[config.mk]
export PLATFORM = sky130hd
export DESIGN_NAME = link_alarm_irq
export DESIGN_NICKNAME = d
export VERILOG_FILES = /design/src/rtl/link_alarm_pkg.sv /design/src/rtl/lbl_watch.sv /design/src/rtl/lock_watch.sv /design/src/rtl/alarm_bank.sv /design/src/rtl/link_alarm_irq.sv
export SDC_FILE = /design/constraint.sdc
export NUM_CORES = 1
export LEC_CHECK = 0
export CAP_MARGIN = 20
export CORE_MARGIN = 2
export CORE_UTILIZATION = 33
export DETAILED_ROUTE_END_ITERATION = 12
export MAX_ROUTING_LAYER = met4
export PLACE_DENSITY_LB_ADDON = 0.1
export SLEW_MARGIN = 20
export SYNTH_ARGS = -nofsm -noshare
export SYNTH_HDL_FRONTEND = slang
export SYNTH_SLANG_ARGS = --single-unit
[constraint.sdc]
create_clock -name clk -period 1.55 [get_ports clk]
set_input_delay 0.155 -clock clk [delete_from_list [all_inputs] [get_ports clk]]
set_output_delay 0.155 -clock clk [all_outputs]
set_load 0.03 [all_outputs]
[src/rtl/link_alarm_pkg.sv]
package link_alarm_pkg;
  localparam int unsigned REG_W  = 8;
  localparam int unsigned LOCK_N = 3;

  typedef enum logic [1:0] {
    SEL_ALARM  = 2'd0,
    SEL_IRQEN  = 2'd1,
    SEL_EXPECT = 2'd2,
    SEL_LABEL  = 2'd3
  } reg_sel_e;

  localparam int unsigned B_LCHG = 6;
  localparam int unsigned B_LMIS = 5;
  localparam int unsigned B_COS  = 4;
  localparam int unsigned B_LOCK = 1; // bits 3:1 hold the lock copies
  localparam int unsigned B_MSG  = 0;

  // sticky update: a set in the same cycle beats a clear
  function automatic logic [REG_W-1:0] sticky_next(
      input logic [REG_W-1:0] cur,
      input logic [REG_W-1:0] set,
      input logic [REG_W-1:0] clr);
    return set | (cur & ~clr);
  endfunction

  // any alarm bit (6:0) paired with its enable
  function automatic logic gated_any(
      input logic [REG_W-1:0] alarm,
      input logic [REG_W-1:0] en);
    return |(alarm[REG_W-2:0] & en[REG_W-2:0]);
  endfunction
endpackage

[src/rtl/lbl_watch.sv]
module lbl_watch #(
  parameter int unsigned W = 8
) (
  input  logic         clk,
  input  logic         rst_n,
  input  logic [W-1:0] rx_label,
  input  logic [W-1:0] exp_label,
  output logic [W-1:0] lbl_q,
  output logic         chg_ev,
  output logic         mis_ev
);
  logic armed_q;

  always_ff @(posedge clk or negedge rst_n) begin
    if (!rst_n) begin
      lbl_q   <= '0;
      armed_q <= 1'b0;
    end else begin
      lbl_q   <= rx_label;
      armed_q <= 1'b1;
    end
  end

  assign chg_ev = armed_q && (rx_label != lbl_q);
  assign mis_ev = (lbl_q != exp_label);
endmodule

[src/rtl/lock_watch.sv]
module lock_watch #(
  parameter int unsigned N = 3
) (
  input  logic         clk,
  input  logic         rst_n,
  input  logic [N-1:0] lock_in,
  output logic         cos_ev
);
  logic [N-1:0] lock_q;
  logic         armed_q;

  always_ff @(posedge clk or negedge rst_n) begin
    if (!rst_n) begin
      lock_q  <= '0;
      armed_q <= 1'b0;
    end else begin
      lock_q  <= lock_in;
      armed_q <= 1'b1;
    end
  end

  assign cos_ev = armed_q && (lock_in != lock_q);
endmodule

[src/rtl/alarm_bank.sv]
module alarm_bank
  import link_alarm_pkg::*;
(
  input  logic             clk,
  input  logic             rst_n,
  input  logic [REG_W-1:0] set_vec,
  input  logic             rd_clr,
  input  logic             wr_bit0,
  input  logic             wr_val0,
  output logic [REG_W-1:0] alarm_q
);
  logic [REG_W-1:0] clr_vec;

  generate
    for (genvar i = 0; i < REG_W; i++) begin : g_clr
      if (i == B_MSG) begin : g_msg
        assign clr_vec[i] = wr_bit0 && !wr_val0;
      end else begin : g_ro
        assign clr_vec[i] = rd_clr;
      end
    end
  endgenerate

  logic [REG_W-1:0] set_all;
  always_comb begin
    set_all = set_vec;
    set_all[B_MSG] = set_vec[B_MSG] | (wr_bit0 & wr_val0);
    set_all[REG_W-1] = 1'b0;
  end

  always_ff @(posedge clk or negedge rst_n) begin
    if (!rst_n) alarm_q <= '0;
    else        alarm_q <= sticky_next(alarm_q, set_all, clr_vec);
  end
endmodule

[src/rtl/link_alarm_irq.sv]
module link_alarm_irq
  import link_alarm_pkg::*;
#(
  parameter int unsigned DATA_W = 8
) (
  input  logic              clk,
  input  logic              rst_n,
  input  logic [DATA_W-1:0] rx_label,
  input  logic [2:0]        oolock,
  input  logic              msg_ready,
  input  logic [1:0]        addr,
  input  logic              wr_en,
  input  logic [DATA_W-1:0] wr_data,
  input  logic              rd_en,
  output logic [DATA_W-1:0] rd_data,
  output logic              irq
);
  localparam logic [REG_W-1:0] EN_MASK = {1'b0, {(REG_W-1){1'b1}}};

  logic [DATA_W-1:0] exp_q, lbl_q;
  logic [REG_W-1:0]  en_q, alarm_q, set_vec;
  logic              lbl_chg_ev, lbl_mis_ev, cos_ev, rd_alarm, wr_alarm;

  lbl_watch #(.W(DATA_W)) u_lbl (
    .clk(clk), .rst_n(rst_n), .rx_label(rx_label), .exp_label(exp_q),
    .lbl_q(lbl_q), .chg_ev(lbl_chg_ev), .mis_ev(lbl_mis_ev)
  );

  lock_watch #(.N(LOCK_N)) u_lock (
    .clk(clk), .rst_n(rst_n), .lock_in(oolock), .cos_ev(cos_ev)
  );

  assign rd_alarm = rd_en && (reg_sel_e'(addr) == SEL_ALARM);
  assign wr_alarm = wr_en && (reg_sel_e'(addr) == SEL_ALARM);

  always_comb begin
    set_vec = '0;
    set_vec[B_LCHG] = lbl_chg_ev;
    set_vec[B_LMIS] = lbl_mis_ev;
    set_vec[B_COS]  = cos_ev;
    set_vec[B_LOCK +: LOCK_N] = oolock;
    set_vec[B_MSG]  = msg_ready;
  end

  alarm_bank u_bank (
    .clk(clk), .rst_n(rst_n), .set_vec(set_vec), .rd_clr(rd_alarm),
    .wr_bit0(wr_alarm), .wr_val0(wr_data[0]), .alarm_q(alarm_q)
  );

  always_ff @(posedge clk or negedge rst_n) begin
    if (!rst_n) begin
      en_q  <= '0;
      exp_q <= '0;
      irq   <= 1'b0;
    end else begin
      if (wr_en && reg_sel_e'(addr) == SEL_IRQEN)  en_q  <= wr_data & EN_MASK;
      if (wr_en && reg_sel_e'(addr) == SEL_EXPECT) exp_q <= wr_data;
      irq <= gated_any(alarm_q, en_q);
    end
  end

  always_comb begin
    unique case (reg_sel_e'(addr))
      SEL_ALARM:  rd_data = alarm_q;
      SEL_IRQEN:  rd_data = en_q;
      SEL_EXPECT: rd_data = exp_q;
      SEL_LABEL:  rd_data = lbl_q;
      default:    rd_data = '0;
    endcase
  end
endmodule

### Word-level counts from Yosys, hierarchy flattened

Index checks and enable logic that the tools add are counted.

* input bits: 26
* bits in registers: 36

* equal/unequal tests: 6
* bitwise gates (word level): 6
* reduce and logical (&&, ||, !) cells: 10
* mux-type cells: 1

Operators with widths (number)
* $pmux 8 s4: 1
* $ne 8x8->1: 2
* $and 8x8->8: 1
* $not 8->8: 1
* $or 7x8->8: 1
* $and 7x7->7: 1
* $logic_and 1x1->1: 7
* $reduce_or 7->1: 1
* $eq 2x2->1 const B: 2
* $ne 3x3->1: 1
* $eq 2x1->1 const B: 1
* $logic_not 2->1: 1
* $and 1x1->1: 1
* $logic_not 1->1: 1
* $or 1x1->1: 1

### Depth between registers and ports, before layout

* word-level depth: 6
* gate-level depth with buffers: 4

### By module

A second synthesis with hierarchy kept.

* cell total of the unflattened synthesis: 111
* area total of the unflattened synthesis: 1674.1 um^2

By module, submodules not included
* link_alarm_irq: cells each 52, area each 859.6 um^2, times used 1, seq. area each 400.4 um^2
* lbl_watch: cells each 32, area each 405.4 um^2, times used 1, seq. area each 225.2 um^2
* alarm_bank: cells each 18, area each 270.3 um^2, times used 1, seq. area each 200.2 um^2
* lock_watch: cells each 9, area each 138.9 um^2, times used 1, seq. area each 100.1 um^2

### Worst setup path before layout

Ideal clock, no wire load.

* path type: register to output
* start point: register u_bank.alarm_q[5]
* end point: output port rd_data[5]
* slack: 0.367 ns
* stages on the path, launching flop included: 2
* required time: 1.395 ns
* data arrival time: 1.028 ns
* path through: dfrtp_1 > mux4_1

* longest elaborated chain between the ends: 1

Ends and longest elaborated chain
* start, declared: line alarm_bank.sv:10 `output logic [REG_W-1:0] alarm_q`
* start signal, assigned: line alarm_bank.sv:33 `else alarm_q <= sticky_next(alarm_q, set_all, clr_vec);`
* $pmux 8 s4: line link_alarm_irq.sv:63 `unique case (reg_sel_e'(addr))`
* end, declared: line link_alarm_irq.sv:15 `output logic [DATA_W-1:0] rd_data,`

Every way passes these cells.

### Worst setup path in the final report

* start point: register en_q[6]
* end point: output port rd_data[6]

* longest elaborated chain between the ends: 1

Ends and longest elaborated chain
* start, declared: line link_alarm_irq.sv:21 `logic [REG_W-1:0] en_q, alarm_q, set_vec;`
* start signal, assigned: line link_alarm_irq.sv:56 `if (wr_en && reg_sel_e'(addr) == SEL_IRQEN) en_q <= wr_data & EN_MASK;`
* $pmux 8 s4: line link_alarm_irq.sv:63

Every way passes these cells.

==> flow_metrics.env <==
export IMPL_wirelength_mm=3.904
export IMPL_drc=0
export IMPL_nets=207
export IMPL_critPathCaptureType="output port"
export IMPL_grt_pass1_wl_mm=6.196
export IMPL_route_met2_wl_mm=1.987
export IMPL_drive_gt1_share_pct=46.37
export IMPL_wl_met3_um=148
export IMPL_start_kind="flop"
export IMPL_p_sw_share_pct=26.74
export IMPL_worst_slack_ns=0.02617
export IMPL_die_area_um2=5683
export IMPL_route_vias_total=1138
export IMPL_reg2reg_depth=5
export IMPL_hold_viol_final=0
export IMPL_dp_slack_ns=-0.6193
export IMPL_cts_inserted_buffers=5
export IMPL_finalSetupViolCount=0
export IMPL_synthCells=106
export IMPL_rsz0062_at_grt="no"
export IMPL_synth_area_um2=1682
export IMPL_viasPerCell=4.626
export IMPL_min_period_over_period_pct=98.31
export IMPL_yosysWarnings=0
export IMPL_p_per_area_nw_per_um2=982.6
export IMPL_crit_required_ns=1.39
export IMPL_fin_total_pwr_mw=2.384
export IMPL_arrival_ns=1.37
export IMPL_fmax_mhz=656.2
export IMPL_p_seq_share_pct=46.1
export IMPL_critPathKind="reg2out"
export IMPL_place_gp_congestion=0.7697
export IMPL_drtPass1Iterations=4
export IMPL_p_leak_nw=1.041
export IMPL_drt_met1_wl_mm=1.715
export IMPL_p_clk_share_pct=24.3
export IMPL_antenna_cells=0
export IMPL_synth_top_cell_by_area="dfrtp_1"
export IMPL_die_h_um=75.39
export IMPL_ys_types=25
export IMPL_p_comb_share_pct=29.7
export IMPL_ys_seq_area_share_pct=53.57
export IMPL_port_buffers=34
export IMPL_p_switching_mw=0.6374
export IMPL_place_inst=237
export IMPL_antenna_found_initial=0
export IMPL_post_drt_wl_per_cell_um=15.87
export IMPL_core_um2=4817
export IMPL_root_buffer="clkbuf_8"
export IMPL_r2r_start="u_lbl.lbl_q[1]$_DFF_PN0_"
export IMPL_grt_pass1_vias=1255
export IMPL_cellInternalPower_mw=1.747
export IMPL_final_cells=246
export IMPL_path_max_fanout=2
export IMPL_die_w_um=75.39
export IMPL_cts_tree="built"
export IMPL_synth_nets=132
export IMPL_ir_drop_mv=0.5171
export IMPL_num_rows=25
export IMPL_maxUsedRoutingLayer="met4"
export IMPL_clk_insertion_delay_late_ns=0.28
export IMPL_clk_path_buf_depth=2
export IMPL_grt_overflow=0
export IMPL_dp_hpwl_mm=2.877
export IMPL_final_core_util_pct=50.36
export IMPL_io_pins=35
export IMPL_htree_levels=2
export IMPL_cts_sinks=36
export IMPL_grt_total_usage_pct=16.06
export IMPL_initial_utilization_pct=34.91
export IMPL_outcome="finished, final reports clean"
export IMPL_syn2layout_area_growth_pct=44.27
export IMPL_min_path_type="in2async"
export IMPL_grt_max_degree=37
export IMPL_yosys_top_cells_area="dfrtp_1 54%, xnor2_1 8.9%, mux2_2 8.0%"
export IMPL_maxCapViolations=0
export IMPL_ant_nets=0
export IMPL_yosys_area_top_type_share_pct=53.57
export IMPL_drt_iter0_markers=57
export IMPL_r2r_end="u_bank.alarm_q[5]$_DFF_PN0_"
export IMPL_clock_skew_ns=0.004190
export IMPL_ys_ff_latch=36
export IMPL_syn_area_per_cell_um2=15.86
export IMPL_finalMaxSlewViolations=0
export IMPL_path_clk_slew_ns=0.07
export IMPL_reg2reg_slack_ns=0.14
export IMPL_fin_crit_ns=1.524
## timing repair
action / CTS / global route
cloned: 1 / 0
hold buffers: 0 / 0
gates resized for setup: 42 / 7
buffers inserted: 1 / 2
endpoints found under the setup margin: 8 / 4
## stage by stage
| step | hold WS [ns] | cell area, µm² | TNS [ns] |
|---|---|---|---|
| after global placement | 0.4962 | 2333 | -5.785 |
| after global routing | 0.3402 | 2426 | 0 |
| final | 0.2916 | 2426 | 0 |
| after floorplan | -0.1406 | 1682 | 0 |
| after detailed placement | 0.4923 | 2333 | -6.057 |
| after CTS | 0.3043 | 2410 | 0 |
## Yosys cell counts
cell	n
xor2_1	2
and2_2	1
a21boi_1	1
conb_1	1
xnor2_1	17
nand2_4	1
a21o_2	3
nand4_1	3
mux4_2	3
mux4_1	4
dfrtp_1	36
mux2_2	12
a222oi_1	1
a22o_2	1
buf_6	2
nand3_1	3
a311o_2	1
a22oi_1	2
a2111oi_2	1
mux2_4	4
a22o_1	1
nand2_1	2
nor2_4	1
o21ai_0	1
nand3b_4	2
## layer usage
layer	vias to the layer above	GRT usage (%)
li1	542	-
met1	568	18.18
met4	0	6.238
met2	22	27.25
met5	-	-
met3	6	4.101
## registers in the layout, indices dropped and copies added, names as in the netlist
register	flops
exp_q	8
u_lock.armed_q	1
irq	1
u_lbl.lbl_q	8
u_bank.alarm_q	8
en_q	7
u_lock.lock_q	3
## power groups by stage
stage          combinational, mW  clock, mW  sequential (mW)
2_1_floorplan              0.333          0             1.12
3_3_place_gp               0.685          0             1.11
3_5_place_dp               0.696          0             1.12
4_1_cts                    0.698      0.609             1.10
5_1_grt                    0.759      0.657             1.11
6_report                   0.708      0.578             1.10
## worst max-delay path by stage
stage / startpoint / endpoint / slack [ns] / cells after the start
floorplan: u_bank.alarm_q[5]$_DFF_PN0_ / rd_data[5] / 0.37 / 1
global placement: addr[0] / rd_data[2] / -0.60 / 4
detailed placement: addr[0] / rd_data[2] / -0.62 / 4
CTS: en_q[4]$_DFFE_PN0P_ / rd_data[4] / 0.003 / 2
global route: en_q[6]$_DFFE_PN0P_ / rd_data[6] / 0.005 / 2
finish: en_q[6]$_DFFE_PN0P_ / rd_data[6] / 0.03 / 2
## worst max-delay path, stage by stage, from the launching register on
cell and delay (ns):
dfrtp_1 0.39, mux4_1 0.51, buf_4 0.19
## kinds of logic (layout without fill, tap and decap cells)
kind of cell    after synthesis  after routing  share of synthesized area (%)
compound gates               12             12                          6.473
xor+xnor                     19             19                          9.896
buf+inv                       2             75                          1.339
flops                        36             36                          53.57
mux                          23             23                          21.87
other cells                   1              1                         0.2230
simple gates                 13             13                          6.622
## cell type report
cell class | count | area, µm²
repair buffers | 70 | 625.6
multi-input cells | 68 | 747.0
well taps | 67 | 83.83
fillers | 460 | 2391
clock buffers | 5 | 68.82
flip-flops and latches | 36 | 900.9
## placed cells by master, fill, tap and decap left out, drive strengths merged, types with 2 or more instances in the layout
cell type,netlist,routed
nand3,3,3
a21o,3,3
buf,2,43
dfrtp,36,36
mux2,16,16
nand2,3,3
a22oi,2,2
mux4,7,7
xor2,2,2
xnor2,17,17
clkbuf,0,5
clkdlybuf4s50,0,24
a22o,2,2
nand4,3,3
nand3b,2,2
Power figures use the tool's default switching activity.
